## src/rtl/sector_verify_seq.sv

```systemverilog
module sector_verify_seq #(
  parameter int SW = 8,
  localparam int CW = SW + 1
) (
  input  logic          clk,
  input  logic          rst_n,
  input  logic          start,
  input  logic [7:0]    mode_drv_head,
  input  logic [SW-1:0] start_sector,
  input  logic [SW-1:0] eot_sector,
  input  logic [SW-1:0] sec_count,
  input  logic [SW-1:0] sectors_per_side,
  input  logic          sector_checked,
  input  logic          term_count,
  output logic [SW-1:0] cur_sector,
  output logic [1:0]    drive_sel,
  output logic          head_sel,
  output logic          busy,
  output logic          done,
  output logic [1:0]    status
);
  typedef enum logic [1:0] {S_IDLE, S_CHECK, S_RUN, S_DONE} st_t;
  localparam logic [1:0] ST_NONE = 2'b00, ST_OK = 2'b01, ST_ERR = 2'b10;

  st_t           st;
  logic          count_mode;
  logic [SW-1:0] eot_q, spp_q;
  logic [CW-1:0] target_q, cnt_q;
  logic          step, finish;

  assign step   = (st == S_RUN) && sector_checked;
  assign finish = count_mode ? (cnt_q + CW'(1) == target_q) : (cur_sector == eot_q);
  assign busy   = (st == S_CHECK) || (st == S_RUN);
  assign done   = (st == S_DONE);

  always_ff @(posedge clk or negedge rst_n) begin
    if (!rst_n) begin
      st <= S_IDLE;
      count_mode <= 1'b0;
      eot_q <= '0;
      spp_q <= '0;
      target_q <= '0;
      cnt_q <= '0;
      cur_sector <= '0;
      drive_sel <= '0;
      head_sel <= 1'b0;
      status <= ST_NONE;
    end else begin
      case (st)
        S_IDLE: if (start) begin
          count_mode <= mode_drv_head[7];
          head_sel   <= mode_drv_head[2];
          drive_sel  <= mode_drv_head[1:0];
          eot_q      <= eot_sector;
          spp_q      <= sectors_per_side;
          target_q   <= (sec_count == '0) ? (CW'(1) << SW) : CW'(sec_count);
          cnt_q      <= '0;
          cur_sector <= start_sector;
          status     <= ST_NONE;
          st         <= S_CHECK;
        end
        S_CHECK: begin
          if (eot_q > spp_q) begin
            status <= ST_ERR;
            st     <= S_DONE;
          end else begin
            st <= S_RUN;
          end
        end
        S_RUN: if (step) begin
          cnt_q      <= cnt_q + CW'(1);
          cur_sector <= cur_sector + SW'(1);
          if (finish) begin
            status <= ST_OK;
            st     <= S_DONE;
          end
        end
        default: st <= S_IDLE;
      endcase
    end
  end

  p_done_pulse_r7: assert property (@(posedge clk) disable iff (!rst_n)
    done |=> !done);

  p_err_no_step_r6: assert property (@(posedge clk) disable iff (!rst_n)
    (st == S_CHECK && eot_q > spp_q) |=> (done && status == ST_ERR && $stable(cur_sector)));

  p_sector_step_r8: assert property (@(posedge clk) disable iff (!rst_n)
    step |=> (cur_sector == $past(cur_sector) + SW'(1)));

  p_busy_start_ignored_r9: assert property (@(posedge clk) disable iff (!rst_n)
    (busy && start) |=> ($stable(drive_sel) && $stable(head_sel)));

  p_count_bound_r2: assert property (@(posedge clk) disable iff (!rst_n)
    count_mode |-> (cnt_q <= target_q));

  p_busy_done_excl_r10: assert property (@(posedge clk) disable iff (!rst_n)
    !(busy && done));

  p_status_clear_r7: assert property (@(posedge clk) disable iff (!rst_n)
    busy |-> (status == ST_NONE));

  p_tc_no_effect_r5: assert property (@(posedge clk) disable iff (!rst_n)
    (st == S_RUN && !sector_checked && term_count) |=> (busy && $stable(cur_sector)));
endmodule

```

## config.mk

```make
export PLATFORM = sky130hd
export DESIGN_NAME = sector_verify_seq
export DESIGN_NICKNAME = d
export VERILOG_FILES = /design/src/rtl/sector_verify_seq.sv
export SDC_FILE = /design/constraint.sdc
export NUM_CORES = 1
export LEC_CHECK = 0
export ABC_AREA = 1
export BUFFER_PORTS_ARGS = -buffer_cell sky130_fd_sc_hd__buf_4
export CELL_PAD_IN_SITES_DETAIL_PLACEMENT = 0
export CELL_PAD_IN_SITES_GLOBAL_PLACEMENT = 1
export CORE_MARGIN = 5
export CORE_UTILIZATION = 40
export CTS_BUF_LIST = sky130_fd_sc_hd__clkbuf_16
export DETAILED_ROUTE_END_ITERATION = 10
export PLACE_DENSITY = 0.91
export SLEW_MARGIN = 5
export SYNTH_ARGS = -nofsm -noshare
export SYNTH_HDL_FRONTEND = slang
export SYNTH_SLANG_ARGS = --single-unit
```

## constraint.sdc

```tcl
create_clock -name clk -period 2.1 [get_ports clk]
set_input_delay 0.42 -clock clk [delete_from_list [all_inputs] [get_ports clk]]
set_output_delay 0.42 -clock clk [all_outputs]
set_load 0.1 [all_outputs]
```

==> flow_summary.yaml, run 1 <==
synthesis:
  async_reset_ff_share_pct: 100
  synth_nets: 424
  yosys-top-cells-area: "dfrtp_1, nand2_1, ha_1"
  ys_seq_area_share_pct: 44.1
  yosys-top-cells-count: "nand2_1, dfrtp_1, inv_1"
  synthCells: 364
  synthDistinctLibCells: 35
  synth-edff-count: 0
  synth_top_area_cell: "dfrtp_1"
  yosysTopAreaCellShare_pct: 44.1
  synth.ff_latch_count: 50
  synth_top_flop_cell: "dfrtp_1"
  synth.most_common_cell: "nand2_1"
  avgSynthCellArea_um2: 7.80
  synth_warnings: 0
  netlist_area_um2: 2840
global_route:
  grt_usage_pct: 15.9
  grt_pass1_vias: 2493
  globalRouteOverflowTotal: 0
  antenna_found_initial: 0
  grt_max_degree: 51
  grt_pass1_wl_mm: 11.3
critical_path:
  slowest_delay_ps: 450
  slowest_stage: "dfrtp_1"
  cpLargestDelayFamily: "simple AND/OR/NAND/NOR gates"
  crit_required_ps: 2270
  crit_path_end_kind: "flip-flop"
  cp_common_cell: "nand2_1"
  path_cells: "ha_1 > nand2_1 > inv_1 > nand2_1 > nand2_1 > nand2_1 > nand3_1 > nor2_2 > nand3_2 > nand2_4 > nand2_2 > nand2_1 > nand2_1"
  critPathKind: "reg2reg"
  crit_fanout: 6
  startpoint_type: "flip-flop"
  critPathBufInv: 1
  worstPathArrival_ps: 2030
floorplan:
  die_y_um: 94.2
  die_area_um2: 8880
  io_pins: 60
  die_w_um: 94.2
  core_um2: 6870
  start_util_pct: 41.3
  rows: 30
routing:
  ant_nets: 0
  drc: 0
  vias: 2505
  routed_via_density: 4.84
  dr.pass1.iters: 4
  drt-initial-drc-count: 100
  avgRoutedWirePerCell_um: 12.5
  routed_wl_mm: 6.46
clocking:
  cts_buffer_depth: 2
  h-tree-depth: 2
  worstSkewPairLatency_ps: 280
  cts_buffers: 5
  root_buffer: "clkbuf_16"
  cts_resized: 0
  cts.sinks: 50
  ctsHoldBuffers: 0
  cts_tree: "built"
  post-cts-setup-buffers: 0
  clkTransAtPathRegs_ps: 60
power:
  p_int_uw: 2910
  totalPowerFinal_uw: 5940
  p_leak_uw: 0.00179
  ir_drop_uv: 580
  seq_power_share_pct: 29.1
  pwr-share-comb_pct: 56.0
  clkPwrFrac_pct: 14.9
  p_sw_uw: 3020
  pwr_density_cell_nw_per_um2: 1680
  swShare_pct: 50.9
placed_design:
  dp_hpwl_mm: 4.91
  place_congestion: 0.834
  port_buffers: 54
timing:
  setup-violations-final: 0
  worstMarginPinSlew_ps: 643
  final.setup_skew_ps: 5.41
  report.final.slew_viol_count: 0
  max_freq_ghz: 0.538
  period_needed_ps: 1860
  grt_setup_unrepaired: "false"
  hold_viol_final: 0
  finalCritPeriodShare_pct: 88.5
  timing.slew.headroom_pct: 57.1
  setup-tns-final_ps: 0
layout:
  n_antenna_cell: 0
  area_delta_synth_final_pct: 24.5
  final_nets: 482
  drive_gt1_share_pct: 21.1
job:
  maxCapViolCount: 0
min_path:
  hold_path.class: "in2async"
run_status:
  outcome: "finished clean"
==> power groups by stage <==
| stage | clock [uW] | sequential, uW | combinational (uW) |
|---|---|---|---|
| 2_1_floorplan | 0 | 2490 | 1790 |
| 3_3_place_gp | 0 | 1730 | 3290 |
| 6_report | 883 | 1730 | 3330 |
| 5_1_grt | 948 | 1800 | 3700 |
| 4_1_cts | 908 | 1730 | 3350 |
| 3_5_place_dp | 0 | 1740 | 3340 |
==> layer usage <==
layer / vias up / part of all wire, % / global-route usage [%]
met1: 1159 / 48 / 21.2
met3: 8 / 3.3 / 2.32
li1: 1298 / - / -
met5: - / 0 / 0
met2: 40 / 47 / 26.1
met4: 0 / 1.6 / 6.02
==> per-stage QoR <==
step	setup WS, ps	hold WS (ps)	cell area, um^2	std cells	util [%]
final	240	156	3530	518	51.5
after global routing	34.8	226	3530	518	51.5
after CTS	227	183	3530	518	51.5
after detailed placement	267	467	3380	511	49.1
after global placement	261	458	3380	511	49.1
after floorplan	44.8	124	2840	364	-
==> area by class of cell <==
class	instances	area, um^2
fillers	668	3330
multi-input cells	265	1400
well taps	96	120
inverters	40	150
clock buffers	5	125
repair buffers	60	450
clock inverters	2	33.8
flip-flops and latches	50	1250
==> sequential cells by signal (all words and copies together) (netlist names), 2 cells and up <==
register / cells
cnt_q: 9
eot_q: 8
st: 2
cur_sector: 8
drive_sel: 2
target_q: 9
status: 2
spp_q: 8
==> layout by cell type, fill, tap and decap left out, types with 7 or more instances in the layout <==
master and n:
nor2_1 16, a21oi_1 16, nand2_1 120, buf_4 60
o21ai_0 26, ha_1 15, inv_1 38, dfrtp_1 48
nand3_1 18, o22ai_1 7
==> cell families (layout without fill, tap and decap cells) <==
kind of cell / count (synthesis) / count (layout) / synth area share (%)
flip-flops: 50 / 50 / 44.1
AND/OR/NAND/NOR: 183 / 183 / 28.8
XOR/XNOR: 6 / 6 / 1.85
AO/OA/AOI/OAI: 61 / 61 / 12.1
adder cells (fa/ha/maj): 15 / 15 / 6.61
buffers and inverters: 49 / 107 / 6.57
==> path summary, 6_finish.rpt <==
kind | from | to | slack, ps | depth (start not counted)
worst max-delay path | cnt_q[0]$_DFFE_PN0P_ | st[1]$_DFFE_PN0P_ | 240 | 13
worst min-delay path | rst_n | head_sel$_DFFE_PN0P_ | 160 | 1
worst max register to register | cnt_q[0]$_DFFE_PN0P_ | st[1]$_DFFE_PN0P_ | 240 | 13
worst min register to register | drive_sel[0]$_DFFE_PN0P_ | drive_sel[0]$_DFFE_PN0P_ | 480 | 2
max in group asynchronous | rst_n | cur_sector[1]$_DFFE_PN0P_ | 1470 | 1
min in group clk | eot_sector[2] | eot_q[2]$_DFFE_PN0P_ | 330 | 3
Power figures use the tool's default switching activity.
==> run 2: changes to the inputs <==
ABC_AREA = not set   (was 1)
CORE_MARGIN = 3   (was 5)
CORE_UTILIZATION = 42   (was 40)
PLACE_DENSITY = 0.9   (was 0.91)
==> flow_summary.yaml, run 2 <==
critical_path:
  slowest_delay_ps: 420
  startpoint_type: "flip-flop"
  r2r_start: "cnt_q[1]$_DFFE_PN0P_"
  critPathKind: "reg2reg"
  rrSetupSlack_ps: -40
  worstRegToRegCells: 7
  crit_fanout: 3
  crit_required_ps: 2270
  worstPathArrival_ps: 2310
  crit_path_end_kind: "flip-flop"
  slowest_stage: "dfrtp_1"
  path_cells: "buf_6 > and3_4 > xnor2_4 > nor4_4 > o2111ai_2 > o31ai_4 > mux2_4"
  timing.rr.end: "status[0]$_DFFE_PN0P_"
timing:
  timing.slew.headroom_pct: 57.5
  grt_setup_unrepaired: "true"
  max_freq_ghz: 0.468
  setup-tns-final_ps: -71.6
  fin_ws_ps: -35.6
  finalCritPeriodShare_pct: 102
  hold_viol_final: 0
  final.setup_skew_ps: 3.91
  report.final.slew_viol_count: 0
  worstMarginPinSlew_ps: 638
  period_needed_ps: 2140
  setup-violations-final: 3
synthesis:
  yosys-top-cells-count: "dfrtp_1, mux2_2, o21ai_0"
  synthDistinctLibCells: 44
  yosys-top-cells-area: "dfrtp_1, mux2_2, ha_1"
  synth_top_area_cell: "dfrtp_1"
  ys_seq_area_share_pct: 43.9
  netlist_area_um2: 2850
  synth_top_flop_cell: "dfrtp_1"
  synthCells: 269
  avgSynthCellArea_um2: 10.6
  async_reset_ff_share_pct: 100
  yosysTopAreaCellShare_pct: 43.9
  synth.most_common_cell: "dfrtp_1"
  synth_nets: 329
  synth.ff_latch_count: 50
  synth_warnings: 0
  synth-edff-count: 0
power:
  pwr_density_cell_nw_per_um2: 1780
  p_leak_uw: 0.00179
  ir_drop_uv: 1240
floorplan:
  die_y_um: 88.3
  die_area_um2: 7800
  core_um2: 6460
  start_util_pct: 44.1
  rows: 29
  io_pins: 60
  die_w_um: 88.3
routing:
  drc: 0
  ant_nets: 0
  dr.pass1.iters: 4
  vias: 2353
  routed_via_density: 5.48
  routed_wl_mm: 6.73
  drt-initial-drc-count: 192
  avgRoutedWirePerCell_um: 15.7
clocking:
  clkTransAtPathRegs_ps: 70
  cts.sinks: 50
  worstSkewPairLatency_ps: 290
  ctsHoldBuffers: 0
  cts_tree: "built"
  cts_buffers: 5
  h-tree-depth: 2
  cts_buffer_depth: 2
  root_buffer: "clkbuf_16"
global_route:
  grt_pass1_wl_mm: 10.9
  grt_max_degree: 51
  antenna_found_initial: 0
  grt_usage_pct: 17.9
  globalRouteOverflowTotal: 0
  grt_pass1_vias: 2299
layout:
  final_nets: 412
  final_cell_mix: "buf_4, dfrtp_1, mux2_2"
  top_regs: "cnt_q: 9 flops, target_q: 9 flops"
  layout_commonest_cell: "buf_4"
  area_delta_synth_final_pct: 35.1
  n_antenna_cell: 0
  drive_gt1_share_pct: 43.5
job:
  maxCapViolCount: 0
placed_design:
  place_congestion: 0.847
  port_buffers: 54
  pre_cts_ws_ps: -77.2
  dp_hpwl_mm: 4.97
run_status:
  violations: "setup timing"
  outcome: "complete, but fails checks"
min_path:
  hold_path.class: "in2async"
run 2: cell count changes in the layout (fill, tap and decap cells not counted), sizes merged, moves of 4 or more:
| cell | delta |
|---|---|
| nand2 | -110 |
| mux2 | +31 |
| buf | +26 |
| inv | -25 |
| xnor2 | +15 |
| nand3 | -12 |
| o21ai | -11 |
| nor2 | -10 |
| and3 | +8 |
| mux2i | +6 |
| a21oi | -5 |
| nand2b | +4 |
run 2: layout make-up:
cell class	count	area [um^2]
Clock buffer	5	125
Clock inverter	2	33.8
Fill cell	525	2610
Inverter	15	56.3
Multi-Input combinational cell	194	1620
Sequential cell	50	1260
Tap cell	77	96.3
Timing Repair Buffer	86	653
run 2: cell families (layout without fill, tap and decap cells):
kind of cell             count (synthesis)  after routing  synth area share (%)
AO/OA/AOI/OAI                           55             55                  12.4
XOR/XNOR                                20             20                  6.41
adder cells (fa/ha/maj)                 15             15                  6.59
buffers and inverters                   25            108                  3.38
flip-flops                              50             50                  43.9
multiplexers                            37             37                  14.4
AND/OR/NAND/NOR                         67             67                  12.9
run 2: report_power, final:
group          switching [uW]  total [uW]  leakage (uW)  internal, uW
Combinational            2520        4170       0.00111          1660
Sequential                396        1800      0.000601          1400
Clock                     342         894     0.0000773           551
run 2: repair_timing:
| item | CTS | global route |
|---|---|---|
| hold endpoints to repair | 0 | 0 |
| pin swaps | 6 | 5 |
| gates resized for setup | 8 | 15 |
| setup buffers | 5 | 0 |
| setup endpoints to repair | 3 | 8 |
run 2: worst max path at each step:
stage                               startpoint  slack, ps                     to
final                     cnt_q[1]$_DFFE_PN0P_        -40  status[0]$_DFFE_PN0P_
after global routing      cnt_q[1]$_DFFE_PN0P_       -100  status[0]$_DFFE_PN0P_
after CTS                 cnt_q[1]$_DFFE_PN0P_        -50  status[0]$_DFFE_PN0P_
after detailed placement  cnt_q[0]$_DFFE_PN0P_        -80  status[0]$_DFFE_PN0P_
after global placement    cnt_q[0]$_DFFE_PN0P_        -30  status[0]$_DFFE_PN0P_
after floorplan           cnt_q[0]$_DFFE_PN0P_         50  status[0]$_DFFE_PN0P_
run 2: critical path: cells and delay by family, from the launching register on:
| kind | cells | cell delay [ps] |
|---|---|---|
| AO/OA/AOI/OAI | 2 | 520 |
| AND/OR/NAND/NOR | 2 | 480 |
| flip-flops | 1 | 420 |
| multiplexers | 1 | 330 |
| buffers and inverters | 1 | 140 |
| XOR/XNOR | 1 | 130 |
run 2: per-stage QoR:
stage / util, % / instances / power [uW] / hold slack [ps] / instance area (um^2)
after floorplan: - / 269 / 4590 / 124 / 2860
after global placement: 54.6 / 417 / 5540 / 488 / 3520
after detailed placement: 54.6 / 417 / 5690 / 487 / 3520
after CTS: 58.3 / 429 / 6680 / 183 / 3760
after global routing: 59.6 / 429 / 7280 / 201 / 3850
final: 59.6 / 429 / 6860 / 136 / 3850
run 2: per-layer routing:
metal	global-route usage [%]	vias to the layer above	routed length [um]	part of all wire, %
li1	-	1139	-	-
met1	23.9	1170	3080	46
met2	29.9	37	3340	50
met3	3.45	7	224	3.3
met4	4.95	0	92	1.4
met5	0	-	0	0
==> run 3: changes to the inputs <==
CORE_MARGIN = not set   (was 3)
CTS_CLUSTER_DIAMETER = 60   (was not set)
==> flow_summary.yaml, run 3 (synthesis gave the netlist of run 2 again) <==
run_status:
  outcome: "complete, but fails checks"
  violations: "DRC, setup timing"
timing:
  setup-tns-final_ps: -134
  finalCritPeriodShare_pct: 103
  fin_ws_ps: -69.6
  hold_viol_final: 0
  final.setup_skew_ps: 2.23
  period_needed_ps: 2170
  max_freq_ghz: 0.461
  setup-violations-final: 2
  report.final.slew_viol_count: 0
  worstMarginPinSlew_ps: 626
  timing.slew.headroom_pct: 58.2
  grt_setup_unrepaired: "true"
placed_design:
  place_congestion: 0.792
  dp_hpwl_mm: 4.79
  port_buffers: 54
  placed_cell_area_um2: 3530
layout:
  final_core_util_pct: 59.3
  top_regs: "cnt_q: 9 flops, target_q: 9 flops"
  final_area_um2: 3830
  final_cell_mix: "buf_4, dfrtp_1, mux2_2"
  n_antenna_cell: 0
  layout_commonest_cell: "buf_4"
  area_delta_synth_final_pct: 34.6
  drive_gt1_share_pct: 43.9
  final_nets: 410
critical_path:
  worstPathArrival_ps: 2350
  crit_path_end_kind: "flip-flop"
  crit_required_ps: 2280
  crit_fanout: 3
  startpoint_type: "flip-flop"
  critPathKind: "reg2reg"
routing:
  drc: 2
  avgRoutedWirePerCell_um: 15.4
  dr.pass1.iters: 9
  ant_nets: 0
  dr_wl_met3_um: 309
  routed_wl_mm: 6.58
  wl_met2_mm: 3.14
  wl_met1_mm: 3.03
  routed_via_density: 5.39
  vias: 2309
  drt-initial-drc-count: 115
  highest_layer: "met4"
floorplan:
  die_y_um: 84.3
  rows: 29
  die_w_um: 84.3
  io_pins: 60
  die_area_um2: 7110
  core_um2: 6460
  start_util_pct: 44.1
clocking:
  root_buffer: "clkbuf_16"
  worstSkewPairLatency_ps: 290
  cts_buffer_depth: 2
  h-tree-depth: 2
  cts.sinks: 50
  cts_buffers: 5
  clkTransAtPathRegs_ps: 70
  cts_tree: "built"
power:
  ir_drop_uv: 1370
  pwr_density_cell_nw_per_um2: 1770
  totalPowerFinal_uw: 6770
  p_leak_uw: 0.00178
global_route:
  grt_usage_pct: 19.5
  globalRouteOverflowTotal: 0
  grt_max_degree: 51
  antenna_found_initial: 0
  grt_pass1_vias: 2303
  grt_pass1_wl_mm: 10.9
min_path:
  hold_path.class: "in2async"
job:
  maxCapViolCount: 0
## run 3: metal layers
metal  vias up  global-route usage [%]
met5         -                       0
met4         0                    6.93
met3         7                    4.62
met2        52                    31.2
met1      1110                    25.9
li1       1140                       -
## run 3: through the flow
step                hold slack [ps]  cells  setup WS (ps)
floorplan                       124    269           51.2
global placement                485    416          -53.5
detailed placement              485    416          -64.5
CTS                             176    427          -56.9
global route                    202    428           -173
finish                          134    428          -69.6
## run 3: worst paths after layout
check                                startpoint                        end  slack, ps  depth (start not counted)
max in group asynchronous                 rst_n  cur_sector[0]$_DFFE_PN0P_       1490                          1
max reg2reg                cnt_q[1]$_DFFE_PN0P_      status[0]$_DFFE_PN0P_        -70                          7
max                        cnt_q[1]$_DFFE_PN0P_      status[0]$_DFFE_PN0P_        -70                          7
min in group clk            sectors_per_side[5]       spp_q[5]$_DFFE_PN0P_        360                          2
min reg2reg                spp_q[1]$_DFFE_PN0P_       spp_q[1]$_DFFE_PN0P_        510                          1
min                                       rst_n    target_q[4]$_DFFE_PN0P_        130                          1
## run 3: repair_timing
item,4_1_cts,5_1_grt
cloned,0,0
pin swaps,6,5
endpoints found under the setup margin,3,8
resized for setup,10,14
setup buffers,3,1
hold buffers,0,0
## run 3: worst max-delay path, cell delays in order, from the launching register on
cell	delay (ps)
dfrtp_1	420
buf_6	130
and3_4	200
and3_1	220
xnor2_1	200
o2111ai_2	220
o31ai_4	340
mux2_4	330
## run 3: layout make-up
type / count / area (um^2)
tap: 77 / 96.3
multi-input combinational: 194 / 1630
inverter: 15 / 56.3
clock inverter: 3 / 16.3
clock buffer: 5 / 125
timing repair buffer: 84 / 651
fill: 512 / 2630
sequential: 50 / 1260
## run 3: where the power goes
group / leakage [uW] / switching [uW] / internal (uW)
Combinational: 0.00111 / 2530 / 1660
Clock: 0.0000689 / 360 / 436
Sequential: 0.000602 / 388 / 1400
